<file path="src/rtl/pt_walker_pkg.sv">
package pt_walker_pkg;

    localparam logic [31:0] KSEG_LO  = 32'h8000_0000;
    localparam logic [31:0] KSEG_HI  = 32'hA000_0000;
    localparam int          LO_SHIFT = 6;
    localparam logic [31:0] ODD_STEP = 32'd4;
    localparam logic [31:0] HB_SKIP  = 32'd8;

    typedef enum logic [1:0] {
        RES_MATCH    = 2'b00,
        RES_NOMATCH  = 2'b01,
        RES_INVALID  = 2'b10,
        RES_MODIFIED = 2'b11
    } walk_res_e;

    typedef enum logic [3:0] {
        ST_IDLE,
        ST_PROBE_HI,
        ST_PROBE_LO,
        ST_READ_ROOT,
        ST_READ_DIR,
        ST_READ_EVEN,
        ST_READ_ODD,
        ST_WRITE_TLB,
        ST_DONE
    } walk_state_e;

    function automatic logic [31:0] kseg_to_phys(input logic [31:0] p);
        return p - KSEG_LO;
    endfunction

    function automatic logic [31:0] pte_to_lo(input logic [31:0] raw);
        return raw >> LO_SHIFT;
    endfunction

endpackage

</file>
<file path="src/rtl/ptw_locator.sv">
module ptw_locator
    import pt_walker_pkg::*;
(
    input  logic [15:0] imm_hi,
    input  logic [15:0] imm_lo,
    output logic [31:0] ptr_phys,
    output logic        ptr_ok
);
    logic [31:0] ptr_virt;

    always_comb begin
        ptr_virt = {imm_hi, 16'h0000} + {{16{imm_lo[15]}}, imm_lo};
        ptr_ok   = (ptr_virt > KSEG_LO) && (ptr_virt < KSEG_HI);
        ptr_phys = kseg_to_phys(ptr_virt);
    end
endmodule

</file>
<file path="src/rtl/ptw_addr_gen.sv">
module ptw_addr_gen
    import pt_walker_pkg::*;
#(
    parameter int DIR_BITS = 10,
    parameter int PT_BITS  = 9
) (
    input  logic [DIR_BITS-1:0] dir_idx,
    input  logic [PT_BITS-1:0]  pt_idx,
    input  logic [31:0]         dir_base,
    input  logic [31:0]         pt_ptr,
    output logic [31:0]         dir_addr,
    output logic [31:0]         even_addr,
    output logic [31:0]         odd_addr
);
    localparam int DIR_PAD = 32 - DIR_BITS - 2;
    localparam int PT_PAD  = 32 - PT_BITS - 3;

    always_comb begin
        dir_addr  = kseg_to_phys(dir_base) + {{DIR_PAD{1'b0}}, dir_idx, 2'b00};
        even_addr = kseg_to_phys(pt_ptr) + {{PT_PAD{1'b0}}, pt_idx, 3'b000};
        odd_addr  = even_addr + ODD_STEP;
    end
endmodule

</file>
<file path="src/rtl/ptw_outcome.sv">
module ptw_outcome
    import pt_walker_pkg::*;
(
    input  logic        odd_sel,
    input  logic        is_write,
    input  logic [11:0] page_off,
    input  logic [19:0] pfn_even,
    input  logic        v_even,
    input  logic        d_even,
    input  logic [19:0] pfn_odd,
    input  logic        v_odd,
    input  logic        d_odd,
    output walk_res_e   res,
    output logic [31:0] pa
);
    logic [19:0] pfn;
    logic        v;
    logic        d;

    always_comb begin
        pfn = odd_sel ? pfn_odd : pfn_even;
        v   = odd_sel ? v_odd   : v_even;
        d   = odd_sel ? d_odd   : d_even;
        pa  = {pfn, page_off};
        if (!v)                 res = RES_INVALID;
        else if (is_write && !d) res = RES_MODIFIED;
        else                    res = RES_MATCH;
    end
endmodule

</file>
<file path="src/rtl/pt_walker.sv">
module pt_walker
    import pt_walker_pkg::*;
#(
    parameter int IDX_W  = 4,
    parameter int ASID_W = 8
) (
    input  logic              clk,
    input  logic              rst,
    input  logic              start_i,
    input  logic [31:0]       fault_va_i,
    input  logic              is_write_i,
    input  logic [ASID_W-1:0] asid_i,
    input  logic [IDX_W-1:0]  random_idx_i,
    input  logic [31:0]       handler_base_i,
    output logic              mem_req_valid_o,
    input  logic              mem_req_ready_i,
    output logic [31:0]       mem_req_addr_o,
    input  logic              mem_rsp_valid_i,
    input  logic              mem_rsp_err_i,
    input  logic [31:0]       mem_rsp_data_i,
    output logic              tlb_we_o,
    output logic [IDX_W-1:0]  tlb_idx_o,
    output logic [18:0]       tlb_vpn2_o,
    output logic [ASID_W-1:0] tlb_asid_o,
    output logic [31:0]       tlb_lo0_o,
    output logic [31:0]       tlb_lo1_o,
    output logic              busy_o,
    output logic              done_o,
    output logic [1:0]        result_o,
    output logic [31:0]       pa_o
);
    localparam int DIR_BITS = 10;
    localparam int PT_BITS  = 9;

    walk_state_e       state;
    logic [31:0]       va_q;
    logic              wr_q;
    logic [ASID_W-1:0] asid_q;
    logic [IDX_W-1:0]  idx_q;
    logic [15:0]       imm_hi_q;
    logic [31:0]       ptr_q;
    logic              probed_q;
    logic              found_q;
    logic [31:0]       dir_base_q;
    logic [31:0]       pt_ptr_q;
    logic [31:0]       lo0_q;
    logic [31:0]       lo1_q;
    logic              sent_q;
    walk_res_e         res_q;
    logic [31:0]       pa_q;

    logic [31:0] loc_ptr;
    logic        loc_ok;
    logic [31:0] dir_addr, even_addr, odd_addr;
    walk_res_e   out_res;
    logic [31:0] out_pa;
    logic        rd_state;
    logic        rsp_take;

    ptw_locator u_loc (
        .imm_hi   (imm_hi_q),
        .imm_lo   (mem_rsp_data_i[15:0]),
        .ptr_phys (loc_ptr),
        .ptr_ok   (loc_ok)
    );

    ptw_addr_gen #(.DIR_BITS(DIR_BITS), .PT_BITS(PT_BITS)) u_agen (
        .dir_idx   (va_q[31:32-DIR_BITS]),
        .pt_idx    (va_q[31-DIR_BITS:32-DIR_BITS-PT_BITS]),
        .dir_base  (dir_base_q),
        .pt_ptr    (pt_ptr_q),
        .dir_addr  (dir_addr),
        .even_addr (even_addr),
        .odd_addr  (odd_addr)
    );

    ptw_outcome u_out (
        .odd_sel  (va_q[12]),
        .is_write (wr_q),
        .page_off (va_q[11:0]),
        .pfn_even (lo0_q[25:6]),
        .v_even   (lo0_q[1]),
        .d_even   (lo0_q[2]),
        .pfn_odd  (lo1_q[25:6]),
        .v_odd    (lo1_q[1]),
        .d_odd    (lo1_q[2]),
        .res      (out_res),
        .pa       (out_pa)
    );

    always_comb begin
        rd_state = (state == ST_PROBE_HI) || (state == ST_PROBE_LO) ||
                   (state == ST_READ_ROOT) || (state == ST_READ_DIR) ||
                   (state == ST_READ_EVEN) || (state == ST_READ_ODD);
        rsp_take = rd_state && sent_q && mem_rsp_valid_i;
        unique case (state)
            ST_PROBE_HI:  mem_req_addr_o = handler_base_i;
            ST_PROBE_LO:  mem_req_addr_o = handler_base_i + HB_SKIP;
            ST_READ_ROOT: mem_req_addr_o = ptr_q;
            ST_READ_DIR:  mem_req_addr_o = dir_addr;
            ST_READ_EVEN: mem_req_addr_o = even_addr;
            ST_READ_ODD:  mem_req_addr_o = odd_addr;
            default:      mem_req_addr_o = 32'h0;
        endcase
    end

    always_ff @(posedge clk) begin
        if (rst) begin
            state      <= ST_IDLE;
            va_q       <= '0;
            wr_q       <= 1'b0;
            asid_q     <= '0;
            idx_q      <= '0;
            imm_hi_q   <= '0;
            ptr_q      <= '0;
            probed_q   <= 1'b0;
            found_q    <= 1'b0;
            dir_base_q <= '0;
            pt_ptr_q   <= '0;
            lo0_q      <= '0;
            lo1_q      <= '0;
            sent_q     <= 1'b0;
            res_q      <= RES_NOMATCH;
            pa_q       <= '0;
        end else begin
            if (rd_state && !sent_q && mem_req_ready_i) sent_q <= 1'b1;
            if (rsp_take) sent_q <= 1'b0;
            unique case (state)
                ST_IDLE: if (start_i) begin
                    va_q   <= fault_va_i;
                    wr_q   <= is_write_i;
                    asid_q <= asid_i;
                    idx_q  <= random_idx_i;
                    pa_q   <= '0;
                    res_q  <= RES_NOMATCH;
                    if (!probed_q)     state <= ST_PROBE_HI;
                    else if (found_q)  state <= ST_READ_ROOT;
                    else               state <= ST_DONE;
                end
                ST_WRITE_TLB: begin
                    res_q <= out_res;
                    pa_q  <= out_pa;
                    state <= ST_DONE;
                end
                ST_DONE: state <= ST_IDLE;
                default: if (rsp_take) begin
                    if (mem_rsp_err_i) begin
                        res_q <= RES_NOMATCH;
                        state <= ST_DONE;
                    end else begin
                        unique case (state)
                            ST_PROBE_HI: begin
                                imm_hi_q <= mem_rsp_data_i[15:0];
                                state    <= ST_PROBE_LO;
                            end
                            ST_PROBE_LO: begin
                                probed_q <= 1'b1;
                                found_q  <= loc_ok;
                                ptr_q    <= loc_ptr;
                                state    <= loc_ok ? ST_READ_ROOT : ST_DONE;
                            end
                            ST_READ_ROOT: begin
                                dir_base_q <= mem_rsp_data_i;
                                state <= (mem_rsp_data_i == 32'h0) ? ST_DONE : ST_READ_DIR;
                            end
                            ST_READ_DIR: begin
                                pt_ptr_q <= mem_rsp_data_i;
                                state    <= ST_READ_EVEN;
                            end
                            ST_READ_EVEN: begin
                                lo0_q <= pte_to_lo(mem_rsp_data_i);
                                state <= ST_READ_ODD;
                            end
                            ST_READ_ODD: begin
                                lo1_q <= pte_to_lo(mem_rsp_data_i);
                                state <= ST_WRITE_TLB;
                            end
                            default: state <= ST_IDLE;
                        endcase
                    end
                end
            endcase
        end
    end

    assign mem_req_valid_o = rd_state && !sent_q;
    assign tlb_we_o   = (state == ST_WRITE_TLB);
    assign tlb_idx_o  = idx_q;
    assign tlb_vpn2_o = va_q[31:13];
    assign tlb_asid_o = asid_q;
    assign tlb_lo0_o  = lo0_q;
    assign tlb_lo1_o  = lo1_q;
    assign busy_o     = (state != ST_IDLE);
    assign done_o     = (state == ST_DONE);
    assign result_o   = res_q;
    assign pa_o       = pa_q;
endmodule

</file>
<file path="config.mk">
export PLATFORM = sky130hd
export DESIGN_NAME = pt_walker
export DESIGN_NICKNAME = d
export VERILOG_FILES = /design/src/rtl/pt_walker_pkg.sv /design/src/rtl/ptw_locator.sv /design/src/rtl/ptw_addr_gen.sv /design/src/rtl/ptw_outcome.sv /design/src/rtl/pt_walker.sv
export SDC_FILE = /design/constraint.sdc
export NUM_CORES = 1
export LEC_CHECK = 0
export BUFFER_PORTS_ARGS = -buffer_cell sky130_fd_sc_hd__buf_4
export CAP_MARGIN = 20
export CORE_MARGIN = 2
export CORE_UTILIZATION = 60
export DETAILED_ROUTE_END_ITERATION = 6
export PLACE_DENSITY = 0.92
export SYNTH_ARGS = -nofsm -noshare
export SYNTH_HDL_FRONTEND = slang
export SYNTH_SLANG_ARGS = --single-unit
</file>
<file path="constraint.sdc">
create_clock -name clk -period 4.8 [get_ports clk]
set_input_delay 0.24 -clock clk [delete_from_list [all_inputs] [get_ports clk]]
set_output_delay 0.24 -clock clk [all_outputs]
set_load 0.05 [all_outputs]
</file>
==> reports/qor.csv <==
metric,value,unit
outcome,"finished, final reports clean",
max frequency,0.217,GHz
Die Span Y,157,µm
Cell Pwr Density,334,nW/µm²
Layout area overhead,26.4,%
r2r setup slk,1.46,ns
Die X,157,µm
GR Util All Layers,39.4,%
nets,2330,
Area after DPL,16100,µm²
Hold Crit Class,in2reg,
"most used cell, CP",buf_4,
cts bufs inserted,27,
dpl cells,2390,
R2R depth,7,
DP Worst Slack,0.640,ns
die area,24600,µm²
final hold vios,0,
met3 WL post-DR,4.79,mm
antenna violations before repair,1,
CP max stage cell,fa_1,
Vias/cell,6.26,
"EDFF count, synth",0,
Synth async-reset ratio,0,%
max-slew violation count,0,
wire length on met2,23.8,mm
Tmin final,4.61,ns
WP data required,4.56,ns
TritonCTS clock tree,yes,
Clock Path Buffers,3,
Leakage,6.90,nW
WL met1,18.9,mm
post-synthesis average cell area,7.31,µm²
"Cell Count, Final, Fillers Out",2510,
worst setup path end,mem_req_addr_o[26],
Final Util,77.8,%
Mapped Area,14000,µm²
Reg-to-Reg End,pt_ptr_q[3],
Root Driver,clkbuf_16,
number of I/O pins,280,
DR top layer,met4,
largest net degree at the start of global routing,123,
clk_lat worst skew,0.55,ns
htree depth,1,
CP Launch Point,va_q[13],
number of DRC markers in iteration 0,1844,
first-pass GRT wire length,77.2,mm
Final Cycle Share,96.0,%
cell count after synthesis,1917,
Starting Density,61.6,%
max-cap violations,0,
Clock Skew,0.0164,ns
Rows,55,
WS Path Type,reg2out,
total core area,22800,µm²
vias in the first global route,14705,
WP data arrival,4.37,ns
worst-margin pin slew,0.970,ns
Critical path buffers and inverters,4,
DRC,0,
design area,17700,µm²
Antenna Violating Nets Remaining,0,
Synth area leader,dfxtp_1,
routed vias,15720,
Unique masters post-synth,78,
Critical Path Start Type,flip-flop,
Synth area leaders,"dfxtp_1 (36%), nand2_1 (14%), a21oi_1 (10%)",
final wirelength,50.5,mm
Clock Sinks,250,
first-pass iteration count of the detailed router,6,
HPWL Detailed,33.6,mm
top_reg_cell synth,dfxtp_1,
crit path max fanout,8,
Yosys reg bits,250,
RSZ-0062 raised after global routing,false,
RePlAce Congestion,0.973,
synth warn,0,
grt ovf,0,
Top delay family on crit path,simple AND/OR/NAND/NOR gates,
"commonest non-fill, non-tap cells in the layout","nand2_1 (510), buf_4 (291), a21oi_1 (279), dfxtp_1 (250), nor2_1 (113)",
Max IR drop VDD,0.000544,V
Setup crit end kind,output pin,
share of post-route cells with drive strength above 1,16.8,%
critical path's largest stage delay,0.40,ns
clock-pin slew on the worst setup and hold paths,0.06,ns
routed length per instance,20.1,µm
Slew headroom,35.1,%
CP Cell Sequence,"ha_1, inv_1, fa_1, and2b_1, o2111ai_1, and3_1, nor2_1, buf_4, nand4b_1, a2111oi_4, buf_4, and3_4, a211oi_1, or3b_1, buf_4",
final-report setup violation count,0,
Fin Setup TNS,0,ns
min setup slack post-route,0.193,ns
r2r startpoint,state[1],
"most common cell after layout, fill and taps aside",nand2_1,
Yosys top cell area share,35.7,%
port bufs,267,
Crit. path cell count,15,
sequential area share after synthesis,35.7,%
-- synthesized netlist by cell type, types with 5 or more instances --
library cell and instances:
or3_1 5, o221ai_1 9, a21oi_1 279, nor2_1 115, buf_2 5, nand2b_1 6
and2_1 13, a21o_1 15, nor2b_1 10, o21ai_0 64, buf_4 20, nor4_1 14
nand3_1 58, a211oi_1 9, nor3_1 15, a221oi_1 16, o211ai_1 10, ha_1 37
xor2_1 34, buf_1 12, mux2i_1 23, and3_1 34, nand4_1 21, nand2_1 511
a221o_1 5, dfxtp_1 250, a2111oi_0 6, xnor2_1 57, inv_1 22, a31oi_1 32
and4_1 10, o2111ai_1 6, a22oi_1 11, clkbuf_1 104
-- worst min-delay path by stage --
stage,startpoint,to,cells past startpoint
3_5_place_dp,va_q[4],pa_o[4],2
2_1_floorplan,mem_rsp_data_i[0],dir_base_q[0],2
5_1_grt,fault_va_i[14],va_q[14],3
6_report,fault_va_i[14],va_q[14],3
4_1_cts,mem_rsp_data_i[5],dir_base_q[5],3
3_3_place_gp,va_q[6],pa_o[6],2
-- where the power goes --
group | internal, W | switching [W] | total [W] | leakage [nW]
clock network | 0.00128 | 0.000930 | 0.00221 | 0.452
registers | 0.00215 | 0.0000830 | 0.00224 | 2.02
logic | 0.000451 | 0.00102 | 0.00147 | 4.43
total | 0.00388 | 0.00203 | 0.00592 | 6.90
-- logic make-up after synthesis --
group | count (synthesis) | share of synthesized area, %
AND/OR/NAND/NOR | 830 | 25.6
AO/OA/AOI/OAI | 517 | 22.4
flip-flops | 250 | 35.7
buffers and inverters | 163 | 4.94
XOR/XNOR | 92 | 5.88
adder cells (fa/ha/maj) | 40 | 3.73
multiplexers | 24 | 1.72
other | 1 | 0.0267
-- what timing repair did --
action | in CTS | in global routing
resized for setup | 1 | 6
hold endpoints to repair | 117 | 0
hold buffers | 65 | 0
endpoints found under the setup margin | 1 | 7
setup buffers | 0 | 2
pin swaps | 0 | 1
gates cloned | 0 | 0
-- through the flow --
| stage | hold slack [ns] | power, W |
|---|---|---|
| 6_report | 0.0235 | 0.00592 |
| 5_1_grt | 0.00362 | 0.00608 |
| 4_1_cts | 0.00292 | 0.00585 |
| 3_5_place_dp | 0.444 | 0.00364 |
| 3_3_place_gp | 0.436 | 0.00362 |
| 2_1_floorplan | 0.376 | 0.00319 |
-- cell type report --
cell class              count  area (µm²)
clock buffers              33         748
clock inverters            17         190
inverters                  22        82.6
well taps                 313         392
flip-flops and latches    250        5000
multi-input cells        1515        8430
diodes                      1        2.50
repair buffers            359        2880
fillers                  1563        5050
-- routing by layer --
layer  vias to the layer above  global-route usage, %
li1                       7189                      -
met1                      7287                   48.3
met2                      1026                   66.2
met3                       218                   6.56
met4                         0                   20.6
met5                         -                      0
-- state kept, by name, summed over array words and instances (netlist names) --
signal,cells
imm_hi_q,16
pa_o,32
probed_q,1
pt_ptr_q,32
tlb_lo1_o,26
state,4
dir_base_q,32
result_o,2
wr_q,1
ptr_q,32
va_q,32
found_q,1
tlb_idx_o,4
tlb_asid_o,8
sent_q,1
tlb_lo0_o,26
-- tightest hold or removal path, cell delays in order --
cell     delay (ns)
buf_4          0.11
nand2_1        0.10
a21oi_1        0.08
No activity file was read; power rests on OpenSTA's default activity.
